### src/rtl/sclk_rst_pkg.sv
package sclk_rst_pkg;

    typedef enum logic [2:0] {
        ST_IDLE  = 3'd0,
        ST_HIGH1 = 3'd1,
        ST_LOW1  = 3'd2,
        ST_HIGH2 = 3'd3,
        ST_LOW2  = 3'd4,
        ST_HIGH3 = 3'd5,
        ST_HOLD  = 3'd6
    } det_state_t;

endpackage

### src/rtl/sclk_sync_edge.sv
module sclk_sync_edge #(
    parameter int STAGES = 2
) (
    input  logic clk,
    input  logic rst_n,
    input  logic din,
    output logic level,
    output logic rise,
    output logic fall
);

    logic [STAGES-1:0] chain;
    logic              level_q;

    generate
        for (genvar g = 0; g < STAGES; g++) begin : g_stage
            if (g == 0) begin : g_first
                always_ff @(posedge clk or negedge rst_n) begin
                    if (!rst_n) chain[g] <= 1'b0;
                    else        chain[g] <= din;
                end
            end else begin : g_next
                always_ff @(posedge clk or negedge rst_n) begin
                    if (!rst_n) chain[g] <= 1'b0;
                    else        chain[g] <= chain[g-1];
                end
            end
        end
    endgenerate

    always_ff @(posedge clk or negedge rst_n) begin
        if (!rst_n) level_q <= 1'b0;
        else        level_q <= chain[STAGES-1];
    end

    assign level = chain[STAGES-1];
    assign rise  = level & ~level_q;
    assign fall  = ~level & level_q;

endmodule

### src/rtl/phase_timer.sv
module phase_timer #(
    parameter int CNT_W   = 11,
    parameter int SAT_VAL = 1251
) (
    input  logic             clk,
    input  logic             rst_n,
    input  logic             edge_seen,
    output logic [CNT_W-1:0] width
);

    localparam logic [CNT_W-1:0] SAT = CNT_W'(SAT_VAL);
    localparam logic [CNT_W-1:0] ONE = CNT_W'(1);

    always_ff @(posedge clk or negedge rst_n) begin
        if (!rst_n)            width <= SAT;
        else if (edge_seen)    width <= ONE;
        else if (width < SAT)  width <= width + ONE;
    end

endmodule

### src/rtl/sclk_rst_detect.sv
module sclk_rst_detect
    import sclk_rst_pkg::*;
#(
    parameter int SYNC_STAGES = 2,
    parameter int W1_MIN      = 300,
    parameter int W1_MAX      = 500,
    parameter int W2_MIN      = 550,
    parameter int W2_MAX      = 750,
    parameter int W3_MIN      = 1050,
    parameter int W3_MAX      = 1250,
    parameter int LOW_MIN     = 5,
    parameter int HOLD_CYC    = 16
) (
    input  logic       clk,
    input  logic       rst_n,
    input  logic       cs_n,
    input  logic       sclk_in,
    output logic       reset_pulse,
    output logic [2:0] dbg_state
);

    localparam int MAX_12  = (W1_MAX > W2_MAX) ? W1_MAX : W2_MAX;
    localparam int MAX_ALL = (MAX_12 > W3_MAX) ? MAX_12 : W3_MAX;
    localparam int SAT_VAL = MAX_ALL + 1;
    localparam int CNT_W   = $clog2(SAT_VAL + 1);
    localparam int HOLD_W  = (HOLD_CYC > 1) ? $clog2(HOLD_CYC) : 1;

    logic             s_level;
    logic             s_rise;
    logic             s_fall;
    logic [CNT_W-1:0] phase_cnt;
    logic [HOLD_W-1:0] hold_cnt;
    logic             hold_done;
    logic             win1, win2, win3, gap_ok;
    logic             fire;
    det_state_t       state, state_nxt;

    sclk_sync_edge #(.STAGES(SYNC_STAGES)) u_sync (
        .clk   (clk),
        .rst_n (rst_n),
        .din   (sclk_in),
        .level (s_level),
        .rise  (s_rise),
        .fall  (s_fall)
    );

    phase_timer #(.CNT_W(CNT_W), .SAT_VAL(SAT_VAL)) u_timer (
        .clk       (clk),
        .rst_n     (rst_n),
        .edge_seen (s_rise | s_fall),
        .width     (phase_cnt)
    );

    assign win1      = (phase_cnt >= CNT_W'(W1_MIN)) && (phase_cnt <= CNT_W'(W1_MAX));
    assign win2      = (phase_cnt >= CNT_W'(W2_MIN)) && (phase_cnt <= CNT_W'(W2_MAX));
    assign win3      = (phase_cnt >= CNT_W'(W3_MIN)) && (phase_cnt <= CNT_W'(W3_MAX));
    assign gap_ok    = (phase_cnt >= CNT_W'(LOW_MIN));
    assign hold_done = (hold_cnt == HOLD_W'(HOLD_CYC - 1));

    // Next-state and request decision
    always_comb begin
        state_nxt = state;
        fire      = 1'b0;
        unique case (state)
            ST_IDLE:  if (s_rise) state_nxt = ST_HIGH1;
            ST_HIGH1: if (s_fall) state_nxt = win1 ? ST_LOW1 : ST_IDLE;
            ST_LOW1:  if (s_rise) state_nxt = gap_ok ? ST_HIGH2 : ST_IDLE;
            ST_HIGH2: if (s_fall) state_nxt = win2 ? ST_LOW2 : (win1 ? ST_LOW1 : ST_IDLE);
            ST_LOW2:  if (s_rise) state_nxt = gap_ok ? ST_HIGH3 : ST_IDLE;
            ST_HIGH3: begin
                if (s_fall) begin
                    if (win3) begin
                        state_nxt = ST_HOLD;
                        fire      = 1'b1;
                    end else begin
                        state_nxt = win1 ? ST_LOW1 : ST_IDLE;
                    end
                end
            end
            ST_HOLD:  if (hold_done) state_nxt = ST_IDLE;
            default:  state_nxt = ST_IDLE;
        endcase
        if (cs_n && (state != ST_HOLD)) begin
            state_nxt = ST_IDLE;
            fire      = 1'b0;
        end
    end

    // State register
    always_ff @(posedge clk or negedge rst_n) begin
        if (!rst_n) state <= ST_IDLE;
        else        state <= state_nxt;
    end

    // Outputs and hold-off timing
    always_ff @(posedge clk or negedge rst_n) begin
        if (!rst_n) begin
            reset_pulse <= 1'b0;
            hold_cnt    <= '0;
        end else begin
            reset_pulse <= fire;
            if (state == ST_HOLD) hold_cnt <= hold_cnt + HOLD_W'(1);
            else                  hold_cnt <= '0;
        end
    end

    assign dbg_state = state;

endmodule

### config.mk
export PLATFORM = sky130hd
export DESIGN_NAME = sclk_rst_detect
export DESIGN_NICKNAME = d
export VERILOG_FILES = /design/src/rtl/sclk_rst_pkg.sv /design/src/rtl/sclk_sync_edge.sv /design/src/rtl/phase_timer.sv /design/src/rtl/sclk_rst_detect.sv
export SDC_FILE = /design/constraint.sdc
export NUM_CORES = 1
export LEC_CHECK = 0
export BUFFER_PORTS_ARGS = -buffer_cell sky130_fd_sc_hd__buf_2
export CORE_MARGIN = 2
export CORE_UTILIZATION = 30
export DETAILED_ROUTE_END_ITERATION = 6
export GPL_TIMING_DRIVEN = 0
export PLACE_DENSITY_LB_ADDON = 0.08
export SLEW_MARGIN = 5
export SYNTH_ARGS = -nofsm -noshare
export SYNTH_HDL_FRONTEND = slang
export SYNTH_HIERARCHICAL = 1
export SYNTH_SLANG_ARGS = --single-unit
export TNS_END_PERCENT = 20
### constraint.sdc
create_clock -name clk -period 2.35 [get_ports clk]
set_input_delay 0.47 -clock clk [delete_from_list [all_inputs] [get_ports clk]]
set_output_delay 0.47 -clock clk [all_outputs]
set_load 0.01 [all_outputs]
Yosys cells after proc, flatten, opt, wreduce, memory -nomap -nowiden

Index checks and enable logic that the tools add are counted.

Output and inout bits: 4
Bits of input ports: 4
Register bits: 22

Add/subtract/negate cells: 2
Bitwise logic cells: 5
Multiplexer cells: 21
Reductions and logical operators: 7
Eq/ne operators: 15
$lt $le $gt $ge: 8

Operator list:

| cell                    | count |
|---|---|
| $mux W3                 | 11 |
| $ne A3 B3 Y1 const B    | 8 |
| $mux W11                | 2 |
| $pmux W3 S7             | 1 |
| $add A11 B1 Y11 const B | 1 |
| $ge A11 B10 Y1 const B  | 1 |
| $ge A11 B11 Y1 const B  | 1 |
| $ge A11 B3 Y1 const B   | 1 |
| $ge A11 B9 Y1 const B   | 1 |
| $le A11 B10 Y1 const B  | 1 |
| $le A11 B11 Y1 const B  | 1 |
| $le A11 B9 Y1 const B   | 1 |
| $lt A11 B11 Y1 const B  | 1 |
| $eq A3 B3 Y1 const B    | 3 |
| $reduce_and A7 Y1       | 1 |
| $eq A3 B2 Y1 const B    | 2 |
| $add A4 B1 Y4 const B   | 1 |
| $eq A4 B4 Y1 const B    | 1 |
| $logic_and A1 B1 Y1     | 4 |
| $mux W1                 | 4 |
| $mux W2                 | 2 |
| $mux W4                 | 1 |
| $eq A3 B1 Y1 const B    | 1 |
| $logic_not A3 Y1        | 1 |
| 4 further kinds         | 6 |

Depth between registers and ports, before layout

Depth in word-level cells: 7
Depth in mapped cells: 5
Depth with buffers taken out: 5

Cells and area by module

Netlist, hierarchy kept.

Modules (own cells, without submodules):

| module          | instances | seq. area each (µm²) | area an instance (µm²) | cells an instance |
|---|---|---|---|---|
| phase_timer     | 1         | 282.8                | 660.6                  | 66 |
| sclk_rst_detect | 1         | 200.2                | 574.3                  | 61 |
| sclk_sync_edge  | 1         | 75.1                 | 90.1                   | 5 |

Worst setup path after synthesis

Ideal clock, no wire load.

Kind: reg-to-reg
From: register u_timer.width[9]
To: register u_timer.width[8]
Library setup time: 0.128 ns
Arrival: 1.534 ns
Slack: 0.688 ns
Period minus slack after synthesis: 1.662 ns
Cell stages (with the launch flop): 5
Cells stage by stage: dfrtp_1 -> a311o_4 -> and2_1 -> a21oi_1 -> mux2_1

Cells in the longest elaborated chain, start to end: 2

Ends and longest elaborated chain:

| element                             | RTL line          | text |
|---|---|---|
| start: declaration                  | phase_timer.sv:8  | `output logic [CNT_W-1:0] width` |
| start signal: assignment            | phase_timer.sv:17 | `else if (width < SAT) width <= width + ONE;` |
| $lt A11 B11 Y1                      | phase_timer.sv:17 |  |
| $reduce_bool A2 Y1 (no source line) | -                 |  |

No other way between the ends.
A chain may end at the register's enable or synchronous reset.

Worst setup path in the final report

Same ends and word-level chain as after synthesis.

==> parameters.txt <==
Parameter                              Value

Outcome
  Status ... complete, no violations

STA
  Relative max-transition margin ... 0.667
  Clock skew after layout ... 0.00378 ns
  Measured slew at the worst slew-check pin ... 0.500 ns
  Max-slew violation count ... 0
  Post-layout min period ... 1.84 ns
  Fmax ... 545 MHz
  Count of final hold-check violations ... 0
  Fin crit share ... 0.781
  Final setup fails ... 0
  Setup total negative slack ... 0 ns
  Unrepaired setup endpoints after global routing ... false

Clock tree
  Post-cts gate resize count ... 0
  Clock tree buffer depth ... 2
  Root buffer cell ... clkbuf_8
  Number of buffers inserted during clock tree synthesis ... 3
  Clock tree from TritonCTS ... built
  Clock Sink Count ... 22
  Max H-tree Level ... 1
  Setup Fix Bufs, Post-CTS ... 0
  Cts-stage hold buffer count ... 0
  Clock Pin Slew Worst Setup and Hold Paths ... 0.08 ns
  Clock latency on the worst-skew pair ... 0.26 ns

Logic synthesis
  Synth Instances ... 132
  Syn. warnings ... 6
  Seq/Total Area, Yosys ... 0.421
  Post-synth EDFFs ... 0
  Synthesized netlist net count ... 138
  Average cell area after synthesis ... 10.0 µm²
  Async set or reset register ratio after synthesis ... 1.00
  Area of the mapped netlist ... 0.00133 mm²
  Ys flop type ... dfrtp_1
  Register bit total from synthesis ... 22
  Number of library cell types mapped by synthesis ... 46

Route
  Via density per instance ... 5.32
  Total vias in the final route ... 1038
  Total length of routed met3 wires ... 51 µm
  Mean routed wirelength per cell ... 14.4 µm
  Post-route ant nets ... 0
  Met1 Wirelength ... 1520 µm
  Met2 wire length ... 1210 µm
  Final Routed Wirelength ... 2820 µm
  First-iteration detailed-routing DRC count ... 107
  Total DRC errors in the routed layout ... 0
  Highest metal layer used by the detailed router ... met4
  Router iterations before antenna repair ... 4

Finish
  Final cell count without fillers ... 195
  Layout cells sized above 1 ... 0.182
  Diodes inserted ... 0
  # nets final ... 150
  Relative area change from synthesis to final layout ... 11.7%

Flow run
  Number of max-cap violations ... 0

Worst setup path
  Capturing element type of the critical path ... register
  Crit path arrival time ... 1.98 ns
  Kind of critical path ... register to register
  Cell chain of the critical path ... a311o_4 -> and2_1 -> a21oi_1 -> mux2_1
  Slowest library cell on the worst path ... dfrtp_1
  Maximum single-stage delay on the critical path ... 0.50 ns
  CP required ... 2.49 ns
  Crit-path max FO ... 8
  Critical Path Source Type ... register
  FF-to-FF setup slack ... 0.51 ns

Placed design
  Global placement routability congestion ... 0.749
  Number of input and output port buffers inserted ... 7
  Placed Cells ... 191
  DPL Wire Length ... 2040 µm

Floorplan
  Placeable core region ... 0.00429 mm²
  Initial Util ... 0.309
  Height of the die ... 70.5 µm
  Die ar. ... 0.00496 mm²
  Num ports ... 8
  Die Width ... 70.5 µm
  Row count ... 24

Global route
  Total Routing Usage GR ... 0.127
  Final global-route overflow total ... 0
  Vias in the first global route ... 1017
  First-pass GRT wire length ... 5010 µm
  Initial antenna violation count ... 0
  Pin count of the biggest net entering global routing ... 23

Power and ir drop
  Lkg Pwr ... 0.630 nW
  Worst-case vdd ir drop ... 0.194 mV
  Total power per unit cell area ... 557 mW/mm²

Hold path
  Kind of path behind the tightest hold check ... primary input to async pin
state kept, by name, indices dropped and copies added (netlist names):
signal / flops
u_timer/width: 11
hold_cnt: 4
dbg_state: 3
reset_pulse: 1
u_sync/chain: 1
u_sync/level: 1
u_sync/level_q: 1
layer usage:
layer,vias up,track usage
met5,-,0
met1,512,0.184
met2,6,0.188
li1,518,-
met4,0,0.0385
met3,2,0.0274
worst max-delay path: cells and delay by family, from the launching register on:
kind             cells  cell delay (ns)
flip-flops           1             0.50
AO/OA/AOI/OAI        2             0.66
multiplexers         1             0.35
AND/OR/NAND/NOR      1             0.22
path summary, 6_finish.rpt:
check	to	cells after the start	from
worst max-delay path	u_timer/width[8]	4	u_timer/width[9]
worst min-delay path	reset_pulse	1	rst_n
worst max register to register	u_timer/width[8]	4	u_timer/width[9]
worst min register to register	u_sync/level	0	u_sync/chain[0]
max in group asynchronous	u_timer/width[6]	1	rst_n
min in group clk	u_sync/chain[0]	1	sclk_in
Yosys cell counts, drive strengths merged (3+ instances only):
library cell | instances | share of area
a2111oi | 3 | 0.053
a211oi | 3 | 0.017
a21o | 3 | 0.017
a21oi | 6 | 0.023
and3 | 3 | 0.014
dfrtp | 16 | 0.30
dfstp | 6 | 0.12
inv | 4 | 0.011
mux2 | 3 | 0.025
nand2 | 5 | 0.014
nand3 | 6 | 0.023
nand4b | 3 | 0.020
nor2 | 17 | 0.048
nor2b | 3 | 0.014
nor3 | 5 | 0.023
o211ai | 3 | 0.017
o21ai | 5 | 0.019
xnor2 | 6 | 0.040
cell type report:
cell class	instances	area [µm²]
timing repair buffer	7	35.0
multi-input combinational	104	743
fill	449	2810
clock buffer	4	55.1
inverter	4	15.0
sequential	22	558
buffer	2	8.76
tap	52	65.1
stage by stage:
stage                     power (mW)  hold slack (ns)  cell area [µm²]  setup slack (ns)  utilization
after global placement         0.560            0.338             1430             0.501        0.332
after floorplan                0.518            0.174             1330             0.688            -
after CTS                      0.839            0.187             1480             0.497        0.345
final                          0.824            0.167             1480             0.514        0.345
after global routing           0.882            0.195             1480             0.454        0.345
after detailed placement       0.558            0.346             1430             0.507        0.332
layout by cell type (no fill, tap or decap), drive strengths merged, types with 4 or more instances in the layout:
cell,count
a21oi,6
buf,8
clkbuf,5
dfrtp,16
dfstp,6
inv,4
nand2,5
nand3,6
nor2,17
nor3,5
o21ai,5
xnor2,6
power breakdown:
group	total, mW	internal, mW	switching, mW
clock	0.271	0.149	0.122
sequential	0.431	0.398	0.0322
combinational	0.122	0.0480	0.0740
logic make-up (layout without fill, tap and decap cells):
logic type / count (synthesis) / after routing / synth area share
compound gates: 36 / 36 / 0.237
xor+xnor: 7 / 7 / 0.0463
fa+ha+maj: 2 / 2 / 0.0189
buf+inv: 6 / 17 / 0.0179
flops: 22 / 22 / 0.421
mux: 3 / 3 / 0.0255
simple gates: 56 / 56 / 0.233
No activity file was read; power rests on OpenSTA's default activity.
